## config.mk

```make
export PLATFORM = sky130hd
export DESIGN_NAME = quad_in_cond
export DESIGN_NICKNAME = d
export VERILOG_FILES = /design/src/rtl/quad_in_pkg.sv /design/src/rtl/quad_in_ctrl.sv /design/src/rtl/quad_in_qual.sv /design/src/rtl/quad_in_dpath.sv /design/src/rtl/quad_in_cond.sv
export SDC_FILE = /design/constraint.sdc
export NUM_CORES = 1
export LEC_CHECK = 0
export ABC_CLOCK_PERIOD_IN_PS = 2300
export BUFFER_PORTS_ARGS = -buffer_cell sky130_fd_sc_hd__buf_2
export CORE_UTILIZATION = 35
export DETAILED_ROUTE_END_ITERATION = 12
export PLACE_DENSITY = 0.61
export SYNTH_ARGS = -nofsm -noshare
export SYNTH_HDL_FRONTEND = slang
export SYNTH_SLANG_ARGS = --single-unit
```

## constraint.sdc

```tcl
create_clock -name clk -period 2.3 [get_ports clk]
set_clock_uncertainty 0.1 [all_clocks]
set_input_delay 0.345 -clock clk [delete_from_list [all_inputs] [get_ports clk]]
set_output_delay 0.345 -clock clk [all_outputs]
set_load 0.05 [all_outputs]
```

## src/rtl/quad_in_pkg.sv

```systemverilog
package quad_in_pkg;

  localparam int NUM_CH = 4;
  localparam int SEL_W  = 3;

  // Channel order used for all 4-bit channel vectors
  localparam int CH_A    = 0;
  localparam int CH_B    = 1;
  localparam int CH_IDX  = 2;
  localparam int CH_HOME = 3;

  typedef struct packed {
    logic             capEn;
    logic [SEL_W-1:0] divSel;
    logic             filtEn;
    logic             swapAB;
    logic [NUM_CH-1:0] polMask;
  } cfg_t;

  localparam int CFG_W = $bits(cfg_t);

  // Settings the datapath needs from the control side
  typedef struct packed {
    logic              capEn;
    logic              swapAB;
    logic [NUM_CH-1:0] polMask;
  } chan_cfg_t;

  // Strobes from control to datapath
  typedef struct packed {
    logic sampleTick;
    logic passThru;
  } strobe_t;

endpackage

```

## src/rtl/quad_in_ctrl.sv

```systemverilog
module quad_in_ctrl
  import quad_in_pkg::*;
#(
  parameter int MAX_DIV_LOG2 = 8
) (
  input  logic             clk,
  input  logic             rstN,
  input  logic             cfgWrEn,
  input  logic [CFG_W-1:0] cfgWrData,
  output chan_cfg_t        chCfg,
  output strobe_t          strb
);

  localparam int PRE_W = MAX_DIV_LOG2;

  cfg_t cfgQ;
  cfg_t cfgNext;
  logic divChange;
  logic [PRE_W-1:0] preCnt;
  logic [PRE_W-1:0] preTerm;
  logic tickNow;

  // Terminal count for a divide code: code 7 jumps to the largest divisor
  function automatic logic [PRE_W-1:0] termFor(input logic [SEL_W-1:0] sel);
    int sh;
    sh = (sel == {SEL_W{1'b1}}) ? MAX_DIV_LOG2 : int'(sel);
    termFor = PRE_W'((64'd1 << sh) - 64'd1);
  endfunction

  assign cfgNext   = cfg_t'(cfgWrData);
  assign divChange = cfgWrEn && (cfgNext.divSel != cfgQ.divSel);

  always_ff @(posedge clk or negedge rstN) begin
    if (!rstN) begin
      cfgQ <= '0;
    end else if (cfgWrEn) begin
      cfgQ <= cfgNext;
    end
  end

  always_comb begin
    preTerm = termFor(cfgQ.divSel);
  end

  assign tickNow = (preCnt == preTerm);

  always_ff @(posedge clk or negedge rstN) begin
    if (!rstN) begin
      preCnt <= '0;
    end else if (divChange || tickNow) begin
      preCnt <= '0;
    end else begin
      preCnt <= preCnt + 1'b1;
    end
  end

  assign chCfg.capEn   = cfgQ.capEn;
  assign chCfg.swapAB  = cfgQ.swapAB;
  assign chCfg.polMask = cfgQ.polMask;

  assign strb.sampleTick = tickNow;
  assign strb.passThru   = !cfgQ.filtEn;

endmodule

```

## src/rtl/quad_in_qual.sv

```systemverilog
module quad_in_qual #(
  parameter int QUAL_TICKS = 3
) (
  input  logic clk,
  input  logic rstN,
  input  logic sampleIn,
  input  logic tick,
  input  logic passThru,
  output logic qualOut
);

  localparam int CNT_W = $clog2(QUAL_TICKS + 1);
  localparam logic [CNT_W-1:0] LAST = CNT_W'(QUAL_TICKS - 1);

  logic [CNT_W-1:0] agreeCnt;

  always_ff @(posedge clk or negedge rstN) begin
    if (!rstN) begin
      qualOut  <= 1'b0;
      agreeCnt <= '0;
    end else if (passThru) begin
      qualOut  <= sampleIn;
      agreeCnt <= '0;
    end else if (tick) begin
      if (sampleIn == qualOut) begin
        agreeCnt <= '0;
      end else if (agreeCnt == LAST) begin
        qualOut  <= sampleIn;
        agreeCnt <= '0;
      end else begin
        agreeCnt <= agreeCnt + 1'b1;
      end
    end
  end

endmodule

```

## src/rtl/quad_in_dpath.sv

```systemverilog
module quad_in_dpath
  import quad_in_pkg::*;
#(
  parameter int SYNC_STAGES = 2,
  parameter int QUAL_TICKS  = 3
) (
  input  logic              clk,
  input  logic              rstN,
  input  logic [NUM_CH-1:0] rawIn,
  input  chan_cfg_t         chCfg,
  input  strobe_t           strb,
  output logic [NUM_CH-1:0] levelPol,
  output logic [NUM_CH-1:0] cleanOut,
  output logic              capReq
);

  logic [NUM_CH-1:0] syncLvl;
  logic [NUM_CH-1:0] swapped;
  logic              homeDly;

  for (genvar c = 0; c < NUM_CH; c++) begin : g_sync
    logic [SYNC_STAGES-1:0] syncSh;
    always_ff @(posedge clk or negedge rstN) begin
      if (!rstN) begin
        syncSh <= '0;
      end else begin
        syncSh <= {syncSh[SYNC_STAGES-2:0], rawIn[c]};
      end
    end
    assign syncLvl[c] = syncSh[SYNC_STAGES-1];
  end

  assign levelPol = syncLvl ^ chCfg.polMask;

  always_comb begin
    swapped = levelPol;
    if (chCfg.swapAB) begin
      swapped[CH_A] = levelPol[CH_B];
      swapped[CH_B] = levelPol[CH_A];
    end
  end

  for (genvar c = 0; c < NUM_CH; c++) begin : g_qual
    quad_in_qual #(
      .QUAL_TICKS(QUAL_TICKS)
    ) u_qual (
      .clk     (clk),
      .rstN    (rstN),
      .sampleIn(swapped[c]),
      .tick    (strb.sampleTick),
      .passThru(strb.passThru),
      .qualOut (cleanOut[c])
    );
  end

  always_ff @(posedge clk or negedge rstN) begin
    if (!rstN) begin
      homeDly <= 1'b0;
    end else begin
      homeDly <= cleanOut[CH_HOME];
    end
  end

  assign capReq = chCfg.capEn & cleanOut[CH_HOME] & ~homeDly;

endmodule

```

## src/rtl/quad_in_cond.sv

```systemverilog
module quad_in_cond
  import quad_in_pkg::*;
#(
  parameter int MAX_DIV_LOG2 = 8,
  parameter int SYNC_STAGES  = 2,
  parameter int QUAL_TICKS   = 3
) (
  input  logic             clk,
  input  logic             rstN,
  input  logic             rawA,
  input  logic             rawB,
  input  logic             rawIdx,
  input  logic             rawHome,
  input  logic             cfgWrEn,
  input  logic [CFG_W-1:0] cfgWrData,
  output logic             stA,
  output logic             stB,
  output logic             stIdx,
  output logic             stHome,
  output logic             outA,
  output logic             outB,
  output logic             outIdx,
  output logic             outHome,
  output logic             capReq
);

  chan_cfg_t         chCfg;
  strobe_t           strb;
  logic [NUM_CH-1:0] levelPol;
  logic [NUM_CH-1:0] cleanOut;

  quad_in_ctrl #(
    .MAX_DIV_LOG2(MAX_DIV_LOG2)
  ) u_ctrl (
    .clk      (clk),
    .rstN     (rstN),
    .cfgWrEn  (cfgWrEn),
    .cfgWrData(cfgWrData),
    .chCfg    (chCfg),
    .strb     (strb)
  );

  quad_in_dpath #(
    .SYNC_STAGES(SYNC_STAGES),
    .QUAL_TICKS (QUAL_TICKS)
  ) u_dpath (
    .clk     (clk),
    .rstN    (rstN),
    .rawIn   ({rawHome, rawIdx, rawB, rawA}),
    .chCfg   (chCfg),
    .strb    (strb),
    .levelPol(levelPol),
    .cleanOut(cleanOut),
    .capReq  (capReq)
  );

  assign stA     = levelPol[CH_A];
  assign stB     = levelPol[CH_B];
  assign stIdx   = levelPol[CH_IDX];
  assign stHome  = levelPol[CH_HOME];
  assign outA    = cleanOut[CH_A];
  assign outB    = cleanOut[CH_B];
  assign outIdx  = cleanOut[CH_IDX];
  assign outHome = cleanOut[CH_HOME];

endmodule

```

Word-level counts from Yosys, hierarchy flattened
Index checks and enable logic that the tools add are counted.

Bits in registers: 39. Input port bits: 17. Output and inout port bits: 9.

Add/subtract/negate cells: 6. Equal/unequal tests: 20. Shifts and indexed selects: 1. Mux-type cells: 35. Bitwise operators: 4. Reductions and logical operators: 6.

Operator list (count): $mux W2 (17); $shl A1 B32 Y8 const A (1); $mux W1 (16); $reduce_and A3 Y1 (4); $ne A2 B2 Y1 const B (5); $add A2 B1 Y2 const B (4); $add A8 B1 Y8 const B (1); $eq A2 B2 Y1 const B (4); $eq A8 B8 Y1 (1); $mux W8 (1); $ne A2 B1 Y1 const B (4); $sub A8 B1 Y8 const B (1); $eq A1 B1 Y1 (4); $mux W4 (1); $xor A4 B4 Y4 (1); $eq A3 B3 Y1 const B (1); $ne A3 B3 Y1 (1); $and A1 B1 Y1 (2); $logic_and A1 B1 Y1 (1); $logic_or A1 B1 Y1 (1); $not A1 Y1 (1).

Longest topological paths before layout
Gate-level depths: netlist of run 1.

Depth in word-level cells: 7. Mapped depth: 6. Gate-level depth less buffers: 5.

Modules after synthesis
Synthesis of run 1 repeated with hierarchy kept, for this count alone.

Cells, all modules: 168. Area, all modules: 2038.2 um2.

Modules (own cells, without submodules): quad_in_ctrl (instances 1, cells an instance 91, area each 1032.2 um2); quad_in_qual (instances 4, cells an instance 14, area each 173.9 um2); quad_in_dpath (instances 1, cells an instance 21, area each 310.3 um2).

Least setup slack after synthesis of run 1
Ideal clock, no wire load.

Path type: reg-to-reg. From: reg u_ctrl.cfgQ (netlist bit u_ctrl.chCfg[0]). To: reg u_dpath.g_qual[0].u_qual.agreeCnt[0]. Library setup time: 0.079 ns. Data arrival time: 2.323 ns. Data required time: 2.121 ns. Path slack: -0.202 ns. Cell stages (with the launch flop): 6. Period minus slack after synthesis: 2.502 ns. Cell sequence: dfrtp_1 > xor2_1 > mux2_2 > xnor2_1 > or4b_2 > mux2i_1.

Cells in the longest elaborated chain, start to end: 6.

RTL lines: start, declared (line quad_in_ctrl.sv:16) `cfg_t cfgQ;`; start signal, assigned (line quad_in_ctrl.sv:37) `cfgQ <= cfgNext;`; $xor A4 B4 Y4 (line quad_in_dpath.sv:33) `assign levelPol = syncLvl ^ chCfg.polMask;`; net stA (line quad_in_cond.sv:16) `output logic stA,`; $mux W2 (line quad_in_dpath.sv:37) `if (chCfg.swapAB) begin`; $eq A1 B1 Y1 (line quad_in_qual.sv:25) `if (sampleIn == qualOut) begin`; $mux W2 (line quad_in_qual.sv:25); $mux W2 (line quad_in_qual.sv:24) `end else if (tick) begin`; $mux W2 (line quad_in_qual.sv:21) `end else if (passThru) begin`; end signal, assigned (line quad_in_qual.sv:31) `agreeCnt <= agreeCnt + 1'b1;`; end, declared (line quad_in_qual.sv:15) `logic [CNT_W-1:0] agreeCnt;`.

The timed path passes the listed nets, and every way through them passes these cells. The select of a mux whose other input is x is not followed. A chain may end at the register's enable or synchronous reset.

Final worst setup path of run 1
From: reg u_ctrl.cfgQ[7] (netlist bit). To: reg u_dpath.g_qual[2].u_qual.qualOut.

Cells in the longest elaborated chain, start to end: 7.

RTL lines: $eq A3 B3 Y1 (line quad_in_ctrl.sv:26) `sh = (sel == {SEL_W{1'b1}}) ? MAX_DIV_LOG2 : int'(sel);`; $mux W4 (*) (line quad_in_ctrl.sv:26); $shl A1 B32 Y8 (*) (line quad_in_ctrl.sv:27) `termFor = PRE_W'((64'd1 << sh) - 64'd1);`; $sub A8 B1 Y8 (*) (line quad_in_ctrl.sv:27); $eq A8 B8 Y1 (*) (line quad_in_ctrl.sv:45) `assign tickNow = (preCnt == preTerm);`; $ne A2 B2 Y1 (no source line) (*); $reduce_and A3 Y1 (no source line) (*); end signal, assigned (line quad_in_qual.sv:22) `qualOut <= sampleIn;`; end signal, assigned (line quad_in_qual.sv:28) `qualOut <= sampleIn;`; end, declared (line quad_in_qual.sv:9) `output logic qualOut`.

Mark *: on every way between the ends. The rest lies on a longest branch, timed or not.

==> metrics, run 1 <==
max-cap viol count 0; Detailed Place HPWL around 2.3 mm; number of CTS-inserted buffers 5; Reg clk slew, reported paths 0.08 ns; clk buf depth 2; FP Rows 26; per-cell routed wire length 12.90 microns; die area 5641 sq um; final antenna diode count 0; synthesized area per cell 11.91 sq um; Post-synth EDFFs 0; setup TNS 0 ns; syn_nets 175; Initial DRC Count between 50 and 60; Fillers 517; largest net degree at the start of global routing 22; number of port buffers 25; area leader, netlist dfrtp_1; gp weighted congestion slightly above 0.8; Residual DRC 0; clk root buf clkbuf_8; gr ovfl total 0; most frequent cells in the layout dfrtp_1 (39), buf_2 (25), nor2_1 (14); register area share after synthesis 52.17%; status completed; Synth async-reset ratio 100.0%; RSZ-0062 raised after global routing no; global-route wire length before repair 5.906 mm; Hold Slack 0.05451 ns; CP required 2.38 ns; Max Clk Rate 0.4555 GHz; CTS tree built; critical path class flip-flop to flip-flop; register area 975.9 sq um; post-cts resize count 0; Tot Pwr 1.727 mW; top_reg_cell synth dfrtp_1; actual slew at the worst max-slew pin 0.4271 ns; final setup fails 0; Slew headroom 71.52%; Worst-Skew Late Latency 0.29 ns; Crit Path Max Fanout 6; via/cell ratio 4.819; Ys Warns 0; period utilization 95.45%; layout cells sized above 1 31.58%; Seq cells post-synth 39; # IOs 26; area occupied by multi-input gates 838.3 sq um; Layout area overhead 17.06%; final max-slew violation count 0; DR vias 1,253; Floorplan Core Area 5140 sq um; initial antenna violation count 0; vias in the first global route 1,247; worst hold path class input pin to flip-flop; VDD IR max 0.0003916 V; First-pass DRT Iterations 4; Die Y 75.11 microns; clock sink count 39; CP Capture Type flip-flop; post-synth top area share 52.17%; Worst EP arrival 2.27 ns; Die Span X approximately 75 microns; initial core utilization 36.39%; static leakage between 0.9 and 1 nW; CP Launch Type flip-flop; worst setup margin roughly 0.10 ns; Min Clock Period, post-route 2.195 ns; synthesized area 1871 sq um; WL final between 3 and 4 mm; CTS HTree Levels 2; commonest non-fill, non-tap cell in the layout dfrtp_1; GRT Overall Usage 14.43%; Mapped Cells roughly 160; Final Hold Viols 0; synth unique cells 32; layout net count 207; final antenna-violating net count 0; synth top area cells dfrtp_1 (52%), mux2_2 (6.6%), mux2i_1 (5.4%); PD cells 788.9 nW/um^2; Post-Place Setup Slack between 0.1 and 0.15 ns
state kept, by name (all words and copies together) (netlist names):
signal                          flops
u_dpath.homeDly                     1
u_ctrl.preCnt                       8
u_dpath.g_qual.u_qual.agreeCnt      8
u_dpath.g_qual.u_qual.qualOut       4
u_ctrl.chCfg                        6
u_ctrl.cfgQ                         4
u_dpath.g_sync.syncSh               8
worst max-delay path, stage by stage, from the launching register on:
cell     delay [ns]
dfrtp_1        0.47
nor2_4         0.11
or4b_1         0.44
a32o_2         0.34
o41ai_2        0.27
mux2_1         0.35
path summary, 6_finish.rpt:
kind	start	to	slack (ns)	cells past startpoint
worst min register to register	u_dpath.g_sync[1].syncSh[0]$_DFF_PN0_	u_dpath.g_sync[1].syncSh[1]$_DFF_PN0_	0.25	0
worst min-delay path	rawA	u_dpath.g_sync[0].syncSh[0]$_DFF_PN0_	0.05	1
min in group asynchronous	rstN	u_dpath.g_qual[2].u_qual.agreeCnt[1]$_DFFE_PN0P_	0.42	2
worst max-delay path	u_ctrl.cfgQ[7]$_DFFE_PN0P_	u_dpath.g_qual[2].u_qual.qualOut$_DFFE_PN0P_	0.10	5
max in group asynchronous	rstN	u_ctrl.preCnt[1]$_DFF_PN0_	1.05	3
worst max register to register	u_ctrl.cfgQ[7]$_DFFE_PN0P_	u_dpath.g_qual[2].u_qual.qualOut$_DFFE_PN0P_	0.10	5
layer usage:
metal | wire length, microns | up-vias | global-route usage, %
met1 | 1571 | 611 | 19.78
met2 | 1579 | 31 | 21.12
met3 | 148 | 6 | 4.953
met5 | 0 | - | 0
met4 | 55 | 0 | 5.451
li1 | - | 605 | -
area by class of cell:
class	count	share of cell area, %
Sequential cell	39	44.57
Multi-Input combinational cell	105	38.29
Timing Repair Buffer	32	8.229
Tap cell	70	4.000
Clock buffer	6	3.314
Inverter	6	1.029
Clock inverter	2	0.5714
kinds of logic after synthesis:
kind of cell | count (synthesis) | share of synthesized area (%)
AOI/OAI and AO/OA | 12 | 7.024
adders and majority gates | 1 | 0.6688
DFF | 39 | 52.17
muxes | 24 | 13.78
xor gates and xnor gates | 19 | 8.896
and+or+nand+nor | 49 | 13.65
buffers and inverters | 13 | 3.812
synth_stat cells (2+ instances only):
cell type / instances
mux2i_1: 10
mux2_1: 3
mux2_2: 11
nand3b_1: 2
nand2_1: 11
and3_1: 4
xnor2_1: 8
nand4_1: 2
nor2_4: 2
xor2_1: 11
o41ai_2: 4
nor2_1: 14
inv_1: 6
clkbuf_1: 4
buf_6: 3
nor3_1: 2
dfrtp_1: 39
nand3_1: 7
stage by stage:
stage	cells	utilization (%)	instance area (sq um)
6_report	260	42.60	2190
5_1_grt	260	42.60	2190
4_1_cts	260	42.60	2190
3_5_place_dp	251	40.75	2095
3_3_place_gp	251	40.75	2095
2_1_floorplan	157	-	1886
power breakdown:
group | internal [mW] | switching (mW)
Sequential | 0.751 | 0.0657
Combinational | 0.166 | 0.290
Clock | 0.212 | 0.242
Total | 1.13 | 0.599
what timing repair did:
| action | in CTS | in global routing |
|---|---|---|
| endpoints found under the hold margin | 18 | 0 |
| hold buffers | 1 | 0 |
| setup buffers | 0 | 0 |
(Power assumes the default switching activity.)
==> inputs of run 2 (changes only) <==
REMOVE_ABC_BUFFERS = 1   (was unset)
==> metrics, run 2 (synthesis results as in run 1) <==
Slew headroom 73.23%; CP Launch Type flip-flop; Final Hold Viols 0; clk root buf clkbuf_8; post-cts resize count 0; GRT Overall Usage 13.55%; FP Rows 26; critical path class flip-flop to flip-flop; Reg clk slew, reported paths 0.07 ns; commonest non-fill, non-tap cell in the layout dfrtp_1; Max Clk Rate 0.4626 GHz; via/cell ratio 4.764; # IOs 26; PD cells 871.9 nW/um^2; Die Span X 75.11 microns; Die Y 75.11 microns; static leakage roughly 0.97 nW; VDD IR max 0.0004513 V; Worst EP arrival 2.24 ns; Post-Place Setup Slack 0.1439 ns; period utilization 93.98%; critical path's top delay family simple AND/OR/NAND/NOR gates; First-pass DRT Iterations 3; CP Capture Type flip-flop; gp weighted congestion around 0.8; gr ovfl total 0; Worst-Skew Late Latency 0.29 ns; most frequent cells in the layout dfrtp_1 (39), buf_2 (25), nor2_1 (14); DR vias ~1,200; per-cell routed wire length 12.61 microns; die area 5641 sq um; final max-slew violation count 0; worst hold path class input pin to flip-flop; slowest stage cell, crit path dfrtp_1; largest net degree at the start of global routing 23; max-cap viol count 0; vias in the first global route 1,176; number of port buffers 25; CP Buf/Inv Count 0; actual slew at the worst max-slew pin 0.4015 ns; Crit Path Max Fanout 6; clock sink count 39; Initial DRC Count 61; initial antenna violation count 0; top flop regs u_ctrl.preCnt: 8 flops, u_dpath.g_qual.u_qual.agreeCnt: 8 flops, u_dpath.g_sync.syncSh: 8 flops; Min Clock Period, post-route 2.162 ns; Hold Slack around 0.055 ns; CP required 2.38 ns; CTS tree built; final antenna diode count 0; status completed; utilization after layout a little over two fifths; number of CTS-inserted buffers 5; layout cells sized above 1 30.16%; final antenna-violating net count 0; WL final about 3.3 mm; RSZ-0062 raised after global routing no; Detailed Place HPWL 2.273 mm; cell-by-cell trace of the critical path nor2_4 -> or4b_1 -> a32o_2 -> o41ai_2 -> mux2_1; final setup fails 0; initial core utilization 36.39%; Layout area overhead 18.39%; Residual DRC 0; layout net count 206; Floorplan Core Area 5140 sq um; worst setup margin 0.1384 ns; CTS HTree Levels 2; global-route wire length before repair 5.533 mm; clk buf depth 2; Max stage delay on crit path 0.46 ns; Fillers 513
-- run 2: cell types whose count changed in the layout (fill, tap and decap cells not counted), sizes merged --
cell / change
buf: -1
bufinv: +2
clkinv: -1
clkinvlp: -1
-- run 2: worst paths after layout --
check / endpoint / depth (start not counted) / slack (ns) / from
setup reg to reg: u_dpath.g_qual[0].u_qual.qualOut$_DFFE_PN0P_ / 5 / 0.14 / u_ctrl.preCnt[5]$_DFF_PN0_
hold / removal: u_dpath.g_sync[0].syncSh[0]$_DFF_PN0_ / 1 / 0.06 / rawA
hold reg to reg: u_dpath.g_sync[3].syncSh[1]$_DFF_PN0_ / 0 / 0.25 / u_dpath.g_sync[3].syncSh[0]$_DFF_PN0_
setup / recovery: u_dpath.g_qual[0].u_qual.qualOut$_DFFE_PN0P_ / 5 / 0.14 / u_ctrl.preCnt[5]$_DFF_PN0_
min in group asynchronous: u_dpath.g_qual[2].u_qual.agreeCnt[1]$_DFFE_PN0P_ / 2 / 0.41 / rstN
max in group asynchronous: u_ctrl.chCfg[3]$_DFFE_PN0P_ / 3 / 1.06 / rstN
-- run 2: layout make-up --
class	count	area, sq um	share of cell area [%]
Clock buffer	6	72.57	3.277
Clock inverter	2	60.06	2.712
Inverter	6	22.52	1.017
Multi-Input combinational cell	105	823.3	37.18
Sequential cell	39	975.9	44.07
Tap cell	70	87.58	3.955
Timing Repair Buffer	31	172.7	7.797
-- run 2: per-layer routing --
metal / global-route usage, % / part of all wire (%) / wire length (microns) / vias up
met5: 0 / 0 / 0 / -
met4: 5.660 / 1.6 / 52 / 0
met3: 4.016 / 3.0 / 97 / 6
met2: 19.92 / 44 / 1451 / 21
met1: 18.65 / 51 / 1663 / 604
li1: - / - / - / 603
-- run 2: power by group --
group	switching (mW)	internal, mW
Combinational	0.283	0.161
Clock	0.236	0.433
Sequential	0.0670	0.751
-- run 2: through the flow --
| step | setup TNS, ns | total power [mW] | instances | instance area (sq um) |
|---|---|---|---|---|
| 2_1_floorplan | -0.2025 | 1.147 | 150 | 1822 |
| 3_3_place_gp | 0 | 1.273 | 250 | 2072 |
| 3_5_place_dp | 0 | 1.278 | 250 | 2072 |
| 4_1_cts | 0 | 1.962 | 259 | 2215 |
| 5_1_grt | 0 | 2.029 | 259 | 2215 |
| 6_report | 0 | 1.931 | 259 | 2215 |
-- run 2: what timing repair did --
item | in CTS | in global routing
buffers inserted | 0 | 0
hold endpoints to repair | 17 | 0
hold buffers | 1 | 0
-- run 2: worst reg2reg max path, delay by kind of cell, from the launching register on --
family / cells / cell delay [ns]
mux: 1 / 0.35
simple gates: 2 / 0.57
compound gates: 2 / 0.57
flops: 1 / 0.46
